### config.mk
export PLATFORM = sky130hd
export DESIGN_NAME = ooo_scoreboard
export DESIGN_NICKNAME = d
export VERILOG_FILES = /design/src/rtl/sb_pkg.sv /design/src/rtl/sb_free_pick.sv /design/src/rtl/sb_reg_table.sv /design/src/rtl/sb_unit_slot.sv /design/src/rtl/sb_war_gate.sv /design/src/rtl/ooo_scoreboard.sv
export SDC_FILE = /design/constraint.sdc
export NUM_CORES = 1
export LEC_CHECK = 0
export BUFFER_PORTS_ARGS = -buffer_cell sky130_fd_sc_hd__buf_2
export CORE_MARGIN = 2
export CORE_UTILIZATION = 33
export DETAILED_ROUTE_END_ITERATION = 12
export PLACE_DENSITY = 0.5
export SETUP_SLACK_MARGIN = 0.3
export SLEW_MARGIN = 20
export SYNTH_ARGS = -nofsm -noshare
export SYNTH_HDL_FRONTEND = slang
export SYNTH_SLANG_ARGS = --single-unit
### constraint.sdc
create_clock -name clk -period 7.41 [get_ports clk]
set_input_delay 0.741 -clock clk [delete_from_list [all_inputs] [get_ports clk]]
set_output_delay 0.741 -clock clk [all_outputs]
set_load 0.02 [all_outputs]
### src/rtl/sb_pkg.sv
`timescale 1ns/1ps
package sb_pkg;
   typedef enum logic [1:0] {
      PH_IDLE = 2'd0,
      PH_WAIT = 2'd1,
      PH_EXEC = 2'd2,
      PH_DONE = 2'd3
   } sb_phase_e;
endpackage

### src/rtl/sb_free_pick.sv
`timescale 1ns/1ps
// Finds the lowest-numbered idle slot whose kind matches the request.
module sb_free_pick #(
   parameter int unsigned NU = 3,
   parameter int unsigned KW = 1,
   parameter int unsigned UW = 2,
   parameter int unsigned UNIT_KIND [NU] = '{0, 0, 1}
) (
   input  logic [NU-1:0] busy,
   input  logic [KW-1:0] kind,
   output logic          found,
   output logic [UW-1:0] idx
);
   always_comb begin
      found = 1'b0;
      idx   = '0;
      for (int i = NU - 1; i >= 0; i--) begin
         if (!busy[i] && (UNIT_KIND[i] == 32'(kind))) begin
            found = 1'b1;
            idx   = UW'(i);
         end
      end
   end
endmodule

### src/rtl/sb_reg_table.sv
`timescale 1ns/1ps
// Register ownership table: one pending bit and one owning slot per register.
module sb_reg_table #(
   parameter int unsigned NREG = 16,
   parameter int unsigned NU   = 3,
   parameter int unsigned RW   = 4,
   parameter int unsigned UW   = 2
) (
   input  logic            clk,
   input  logic            rst_n,
   input  logic            set_en,
   input  logic [RW-1:0]   set_reg,
   input  logic [UW-1:0]   set_unit,
   input  logic [NU-1:0]   clr_vec,
   input  logic [RW-1:0]   clr_reg [NU],
   output logic [NREG-1:0] pend,
   output logic [UW-1:0]   owner [NREG]
);
   logic [NREG-1:0] pend_n;

   always_comb begin
      pend_n = pend;
      for (int u = 0; u < NU; u++) begin
         if (clr_vec[u]) pend_n[clr_reg[u]] = 1'b0;
      end
      if (set_en) pend_n[set_reg] = 1'b1;
   end

   always_ff @(posedge clk) begin
      if (!rst_n) begin
         pend <= '0;
         for (int r = 0; r < NREG; r++) owner[r] <= '0;
      end else begin
         pend <= pend_n;
         if (set_en) owner[set_reg] <= set_unit;
      end
   end

   // a register newly claimed is owned by the claiming slot afterwards
   a_r2_claim_recorded: assert property (@(posedge clk) disable iff (!rst_n)
      set_en |=> pend[$past(set_reg)] && (owner[$past(set_reg)] == $past(set_unit)));
endmodule

### src/rtl/sb_unit_slot.sv
`timescale 1ns/1ps
// One functional-unit status slot: phase, register fields, producers,
// ready flags and the execute latency counter.
module sb_unit_slot
   import sb_pkg::*;
#(
   parameter int unsigned NU   = 3,
   parameter int unsigned RW   = 4,
   parameter int unsigned UW   = 2,
   parameter int unsigned LAT  = 1,
   parameter int unsigned SELF = 0
) (
   input  logic          clk,
   input  logic          rst_n,
   input  logic          load,
   input  logic [RW-1:0] ld_dst,
   input  logic [RW-1:0] ld_s1,
   input  logic [RW-1:0] ld_s2,
   input  logic [UW-1:0] ld_q1,
   input  logic [UW-1:0] ld_q2,
   input  logic          ld_q1v,
   input  logic          ld_q2v,
   input  logic [NU-1:0] wb_vec,
   output logic          busy,
   output logic          rd_go,
   output logic          wb_req,
   output logic          r1,
   output logic          r2,
   output logic [RW-1:0] dst,
   output logic [RW-1:0] s1,
   output logic [RW-1:0] s2
);
   localparam int unsigned CKW = $clog2(LAT + 1);

   sb_phase_e     phase;
   logic [UW-1:0] q1, q2;
   logic          q1v, q2v;
   logic          fin;

   assign busy   = (phase != PH_IDLE);
   assign rd_go  = (phase == PH_WAIT) && r1 && r2;
   assign wb_req = (phase == PH_DONE);

   generate
      if (LAT > 1) begin : g_cnt
         localparam int unsigned CW = $clog2(LAT);
         logic [CW-1:0] cnt;
         always_ff @(posedge clk) begin
            if (!rst_n)                             cnt <= '0;
            else if (rd_go)                         cnt <= CW'(LAT - 1);
            else if (phase == PH_EXEC && cnt != '0) cnt <= cnt - CW'(1);
         end
         assign fin = (phase == PH_EXEC) && (cnt == '0);
      end else begin : g_one
         assign fin = (phase == PH_EXEC);
      end
   endgenerate

   always_ff @(posedge clk) begin
      if (!rst_n) begin
         phase <= PH_IDLE;
         dst   <= '0;
         s1    <= '0;
         s2    <= '0;
         q1    <= '0;
         q2    <= '0;
         q1v   <= 1'b0;
         q2v   <= 1'b0;
         r1    <= 1'b0;
         r2    <= 1'b0;
      end else if (load) begin
         phase <= PH_WAIT;
         dst   <= ld_dst;
         s1    <= ld_s1;
         s2    <= ld_s2;
         q1    <= ld_q1;
         q2    <= ld_q2;
         q1v   <= ld_q1v;
         q2v   <= ld_q2v;
         r1    <= !ld_q1v;
         r2    <= !ld_q2v;
      end else begin
         case (phase)
            PH_WAIT: begin
               if (rd_go) begin
                  phase <= PH_EXEC;
                  r1    <= 1'b0;
                  r2    <= 1'b0;
               end else begin
                  if (q1v && wb_vec[q1]) begin
                     r1  <= 1'b1;
                     q1v <= 1'b0;
                  end
                  if (q2v && wb_vec[q2]) begin
                     r2  <= 1'b1;
                     q2v <= 1'b0;
                  end
               end
            end
            PH_EXEC: if (fin) phase <= PH_DONE;
            PH_DONE: if (wb_vec[SELF]) phase <= PH_IDLE;
            default: ;
         endcase
      end
   end

   // checker-side count of execute cycles
   logic [CKW-1:0] ck;
   always_ff @(posedge clk) begin
      if (!rst_n)                         ck <= '0;
      else if (rd_go)                     ck <= '0;
      else if (phase == PH_EXEC && !fin)  ck <= ck + CKW'(1);
   end

   // operand read only once no producer is still owed
   a_r4_src_settled: assert property (@(posedge clk) disable iff (!rst_n)
      rd_go |-> !q1v && !q2v);
   // execution spans exactly LAT cycles, then write-back is requested
   a_r5_exec_len: assert property (@(posedge clk) disable iff (!rst_n)
      fin |-> ck == CKW'(LAT - 1));
   a_r5_done_follows: assert property (@(posedge clk) disable iff (!rst_n)
      fin |=> wb_req);
   // a single operand read per instruction
   a_r7_single_read: assert property (@(posedge clk) disable iff (!rst_n)
      rd_go |=> !rd_go);
   // slot is idle right after its write-back
   a_r8_idle_after_wb: assert property (@(posedge clk) disable iff (!rst_n)
      (wb_req && wb_vec[SELF]) |=> !busy);
endmodule

### src/rtl/sb_war_gate.sv
`timescale 1ns/1ps
// Grants write-back unless another slot still has to read the old value.
module sb_war_gate #(
   parameter int unsigned NU = 3,
   parameter int unsigned RW = 4
) (
   input  logic [NU-1:0] wb_req,
   input  logic [NU-1:0] busy,
   input  logic [NU-1:0] r1,
   input  logic [NU-1:0] r2,
   input  logic [RW-1:0] dst [NU],
   input  logic [RW-1:0] s1 [NU],
   input  logic [RW-1:0] s2 [NU],
   output logic [NU-1:0] wb_grant
);
   logic [NU-1:0] hazard;

   always_comb begin
      hazard = '0;
      for (int u = 0; u < NU; u++) begin
         for (int v = 0; v < NU; v++) begin
            if (v != u && busy[v] &&
                ((r1[v] && s1[v] == dst[u]) || (r2[v] && s2[v] == dst[u])))
               hazard[u] = 1'b1;
         end
      end
      wb_grant = wb_req & ~hazard;
   end
endmodule

### src/rtl/ooo_scoreboard.sv
`timescale 1ns/1ps
module ooo_scoreboard #(
   parameter int unsigned NREG  = 16,
   parameter int unsigned NU    = 3,
   parameter int unsigned NKIND = 2,
   parameter int unsigned UNIT_KIND [NU] = '{0, 0, 1},
   parameter int unsigned UNIT_LAT  [NU] = '{3, 3, 1},
   localparam int unsigned RW = $clog2(NREG),
   localparam int unsigned UW = (NU > 1) ? $clog2(NU) : 1,
   localparam int unsigned KW = (NKIND > 1) ? $clog2(NKIND) : 1
) (
   input  logic          clk,
   input  logic          rst_n,
   input  logic          in_valid,
   input  logic [KW-1:0] in_kind,
   input  logic [RW-1:0] in_dst,
   input  logic [RW-1:0] in_src1,
   input  logic [RW-1:0] in_src2,
   output logic          iss_grant,
   output logic [UW-1:0] iss_unit,
   output logic [NU-1:0] rd_grant,
   output logic [NU-1:0] wb_grant
);
   if (NREG < 2) begin : g_bad_nreg
      $error("NREG must be at least 2");
   end
   if (NU < 1) begin : g_bad_nu
      $error("NU must be at least 1");
   end

   logic          found;
   logic [UW-1:0] pick;
   logic [NREG-1:0] pend;
   logic [UW-1:0]   owner [NREG];
   logic [NU-1:0]   s_busy, s_wbreq, s_r1, s_r2;
   logic [RW-1:0]   s_dst [NU];
   logic [RW-1:0]   s_s1  [NU];
   logic [RW-1:0]   s_s2  [NU];
   logic [UW-1:0]   q1, q2;
   logic            q1v, q2v;

   sb_free_pick #(.NU(NU), .KW(KW), .UW(UW), .UNIT_KIND(UNIT_KIND)) u_pick (
      .busy(s_busy), .kind(in_kind), .found(found), .idx(pick));

   assign iss_grant = in_valid && found && !pend[in_dst];
   assign iss_unit  = pick;

   // a source whose producer writes back this very cycle is already ready
   assign q1  = owner[in_src1];
   assign q2  = owner[in_src2];
   assign q1v = pend[in_src1] && !wb_grant[q1];
   assign q2v = pend[in_src2] && !wb_grant[q2];

   sb_reg_table #(.NREG(NREG), .NU(NU), .RW(RW), .UW(UW)) u_regs (
      .clk(clk), .rst_n(rst_n),
      .set_en(iss_grant), .set_reg(in_dst), .set_unit(pick),
      .clr_vec(wb_grant), .clr_reg(s_dst),
      .pend(pend), .owner(owner));

   for (genvar g = 0; g < NU; g++) begin : g_slot
      if (UNIT_KIND[g] >= NKIND || UNIT_LAT[g] < 1) begin : g_bad_cfg
         $error("slot kind out of range or zero latency");
      end
      sb_unit_slot #(.NU(NU), .RW(RW), .UW(UW), .LAT(UNIT_LAT[g]), .SELF(g)) u_slot (
         .clk(clk), .rst_n(rst_n),
         .load(iss_grant && (pick == UW'(g))),
         .ld_dst(in_dst), .ld_s1(in_src1), .ld_s2(in_src2),
         .ld_q1(q1), .ld_q2(q2), .ld_q1v(q1v), .ld_q2v(q2v),
         .wb_vec(wb_grant),
         .busy(s_busy[g]), .rd_go(rd_grant[g]), .wb_req(s_wbreq[g]),
         .r1(s_r1[g]), .r2(s_r2[g]),
         .dst(s_dst[g]), .s1(s_s1[g]), .s2(s_s2[g]));
   end

   sb_war_gate #(.NU(NU), .RW(RW)) u_war (
      .wb_req(s_wbreq), .busy(s_busy), .r1(s_r1), .r2(s_r2),
      .dst(s_dst), .s1(s_s1), .s2(s_s2), .wb_grant(wb_grant));

   // grant goes to an idle slot of the requested kind
   a_r1_kind_match: assert property (@(posedge clk) disable iff (!rst_n)
      iss_grant |-> (UNIT_KIND[iss_unit] == 32'(in_kind)) && !s_busy[iss_unit]);

   for (genvar u = 0; u < NU; u++) begin : g_pair_u
      for (genvar v = 0; v < NU; v++) begin : g_pair_v
         if (u != v) begin : g_chk
            // two in-flight instructions never share a destination
            a_r2_single_writer: assert property (@(posedge clk) disable iff (!rst_n)
               (s_busy[u] && s_busy[v]) |-> s_dst[u] != s_dst[v]);
            // no write-back while another slot still reads the old value
            a_r6_no_pending_reader: assert property (@(posedge clk) disable iff (!rst_n)
               (wb_grant[u] && s_busy[v]) |->
                  !((s_r1[v] && s_s1[v] == s_dst[u]) || (s_r2[v] && s_s2[v] == s_dst[u])));
         end
      end
   end
endmodule

==> results by group <==
Power and ir drop
  – PD cells: 254 nW/um2
  – Leakage: 0.00290 uW
  – Seq pwr share: 35.1%
  – Psw: 638 uW
  – Net Sw Frac: 30.9%
  – Int Pwr: 1430 uW
  – Worst vdd ir: 0.164 mV
  – Comb pwr share: 20.6%
  – Clk pwr share: 44.2%

Setup path
  – Largest delay contributor family on the critical path: simple AND/OR/NAND/NOR gates
  – CP Class: primary input to output pin
  – Worst Path Arrival: 2.97 ns
  – Crit path max fanout: 21
  – Critical-path top delay cell: mux4_2
  – CP Capture Type: output pin
  – Crit path cell chain: buf_2, mux4_2, nor2b_1, a211o_1, nand2_2, nand4_4, inv_2, buf_2
  – CP max stage delay: 0.53 ns
  – Worst Path Required: 6.67 ns
  – Worst path bufs/invs: 3
  – Startpoint Class: primary input
  – Crit-path most repeated cell: buf_2

Route
  – Drt via density: 5.52
  – Number of DRC markers in iteration 0: 403
  – Routed len/inst: 19.6 um
  – Detailed Route WL: 21900 um
  – DR pass1 iterations: 7
  – Post-route DRC: 0
  – Vias post-DR: 6178
  – Final ANT Viol Nets: 0

Timing
  – Crit path time final: 3.71 ns
  – Slew Limit Headroom: 29.4%
  – Setup TNS: 0 ns
  – Least-Margin Pin Slew: 1.06 ns
  – Final setup margin: 3.70 ns
  – Number of failing hold endpoints at the final stage: 0
  – Final Slew Violations: 0
  – RSZ-0062 raised after global routing: false
  – Endpoints failing setup: 0
  – Max frequency: 0.269 GHz
  – Period Utilization, post-route: 50.1%
  – Clk_skew: 0.0112 ns

Synthesis
  – Yosys warning count: 0
  – Syn Area/Cell: 8.60 um2
  – Largest family of logic cells by synthesized area: simple AND/OR/NAND/NOR gates
  – Synth Area in XOR/XNOR: 6.07%
  – Post-synth top flop: dfxtp_1
  – Ys async rst share: 0%
  – Synthesized flop and latch total: 118
  – Synth Area in Simple Gates: 23.6%
  – Portion of netlist area occupied by mux cells: 14.6%
  – Number of synthesized flops with an enable pin: 0
  – Mapped Cells: 839
  – Syn Nets: 873
  – Cell variety after synth: 67
  – Synth Area in Adders: 3.12%
  – Compound-gate portion of the synthesized area: 14.7%
  – Post-Syn Area: 7210 um2
  – Register area share after synthesis: 32.7%

Floorplan
  – Starting Density: 33.4%
  – Die Y: 152 um
  – Core area: 21600 um2
  – DIE AREA: 23100 um2
  – Die X: 152 um
  – IO Count: 25
  – Site row count: 54

Final layout
  – Register area: 2360 um2
  – Nets@finish: 861
  – Share of post-route cells with drive strength above 1: 15.1%
  – P&R area growth vs syn: 12.6%
  – Commonest non-fill, non-tap cell in the layout: nand2_1
  – Layout fillers: 2243
  – Final cell count without fillers: 1120
  – # diodes: 0
  – Most frequent cells in the layout: nand2_1 (129), dfxtp_1 (118), a21oi_1 (62)
  – Area taken by multi-input logic gates: 4490 um2

Clock network
  – Clk pin slew, worst setup/hold paths: 0.05 ns
  – Clk Latency, worst-skew pair: 0.42 ns
  – Number of post-CTS setup repair buffers: 0
  – # H-tree levels: 4
  – Total clock sinks: 118
  – Cts repair resizes: 0
  – Post-CTS Hold Fix Bufs: 0
  – Root buffer cell: clkbuf_16
  – CTS tree: built
  – Max clock buf depth: 2
  – Total CTS buffers: 17

Place
  – Dpl cells: 1088
  – I/O Buffers: 24
  – Gpl congestion: 0.847
  – Pre-CTS WS: 3.68 ns
  – Post-DP HPWL: 15200 um

GRT
  – First-pass GRT wire length: 34800 um
  – GR Util met3: 4.19%
  – Grt met1 use: 25.8%
  – GR Overflow Total: 0
  – Largest net degree at the start of global routing: 51
  – Vias in the first global route: 6026
  – Met2 usage: 31.2%
  – GR peak layer: met2
  – All-Layer GR Usage: 19.3%
  – Initial antenna violation count: 1

Outcome
  – Status: complete, no violations

Hold path
  – HP Class: flip-flop to flip-flop

Run
  – MaxCap Viol Count: 0
[cell usage after synthesis (3+ instances only)]
master,n,area [um2]
nand4_1,10,62.6
inv_1,21,78.8
a211o_1,3,26.3
clkbuf_1,38,143
nor4_1,7,43.8
o211a_1,4,40.0
nand2_1,129,484
nor4_4,3,63.8
and2_1,3,18.8
mux4_2,30,676
a21oi_1,63,315
o21ai_0,8,40.0
nor2_1,50,188
ha_1,18,225
a22oi_1,4,30.0
buf_2,16,80.1
or3_1,3,18.8
nand2b_1,12,75.1
nor2b_1,23,144
o21a_1,3,22.5
a31oi_1,12,75.1
xnor2_1,18,158
o21ai_1,14,70.1
dfxtp_1,118,2360
buf_1,5,18.8
buf_4,3,22.5
nand3b_1,3,22.5
nor3_2,12,120
a211oi_1,4,30.0
mux2i_1,33,330
xor2_1,32,280
o31ai_1,7,52.6
or2_2,6,37.5
o22ai_1,5,31.3
nand3_1,41,205
and3_1,5,31.3
nor3_1,16,80.1
o211ai_1,17,128
[flip-flops by register name, indices dropped and copies added (netlist names), 4 cells and up]
| signal | count |
|---|---|
| g_slot.u_slot.dst | 12 |
| u_regs.pend | 16 |
| g_slot.u_slot.g_cnt.cnt | 4 |
| g_slot.u_slot.phase | 6 |
| g_slot.u_slot.s2 | 12 |
| u_regs.owner | 32 |
| g_slot.u_slot.q1 | 6 |
| g_slot.u_slot.s1 | 12 |
| g_slot.u_slot.q2 | 6 |
[layer usage]
layer,vias to the layer above,wire (um)
li1,2974,-
met1,3004,10000
met2,179,10500
met3,21,1140
met4,0,271
met5,-,0
[through the flow]
step,total power [uW],hold slack (ns),utilization (%),instance area (um2)
after CTS,2080,0.460,37.6,8120
after global placement,1160,0.445,34.6,7470
final,2060,0.457,37.6,8120
after floorplan,1040,0.430,-,7210
after detailed placement,1160,0.452,34.6,7470
after global routing,2160,0.472,37.6,8120
[worst register-to-register path, delay by kind of cell, from the launching register on]
family	cells	cell delay [ns]
AO/OA/AOI/OAI	3	1.13
AND/OR/NAND/NOR	5	1.09
flip-flops	1	0.41
adder cells (fa/ha/maj)	1	0.28
buffers and inverters	1	0.10
[worst paths after layout]
kind	startpoint	end	slack, ns	cells past startpoint
setup / recovery	in_dst[0]	iss_grant	3.70	8
hold reg to reg	g_slot[0].u_slot.q1[0]$_SDFFE_PN0P_	g_slot[0].u_slot.q1[0]$_SDFFE_PN0P_	0.46	2
hold / removal	g_slot[0].u_slot.q1[0]$_SDFFE_PN0P_	g_slot[0].u_slot.q1[0]$_SDFFE_PN0P_	0.46	2
setup reg to reg	g_slot[0].u_slot.phase[0]$_SDFFE_PN0P_	g_slot[1].u_slot.r1$_SDFFE_PN0P_	4.30	10
[cell type report]
| type | count | area share (%) |
|---|---|---|
| Inverter | 23 | 1.06 |
| Clock inverter | 13 | 2.50 |
| Multi-Input combinational cell | 634 | 55.3 |
| Sequential cell | 118 | 29.1 |
| Clock buffer | 19 | 5.45 |
| Tap cell | 280 | 4.31 |
| Timing Repair Buffer | 33 | 2.31 |
[logic make-up after synthesis]
logic type                 after synthesis
muxes                                   66
xor gates and xnor gates                50
DFF                                    118
AOI/OAI and AO/OA                      166
adders and majority gates               18
buffers and inverters                   87
and+or+nand+nor                        334
[power groups by stage]
| stage | clock (uW) | sequential, uW | combinational, uW |
|---|---|---|---|
| detailed placement | 0 | 739 | 426 |
| global placement | 0 | 738 | 425 |
| finish | 913 | 725 | 426 |
| floorplan | 0 | 709 | 327 |
| global route | 960 | 731 | 471 |
| CTS | 930 | 725 | 429 |
(Power assumes the default switching activity.)
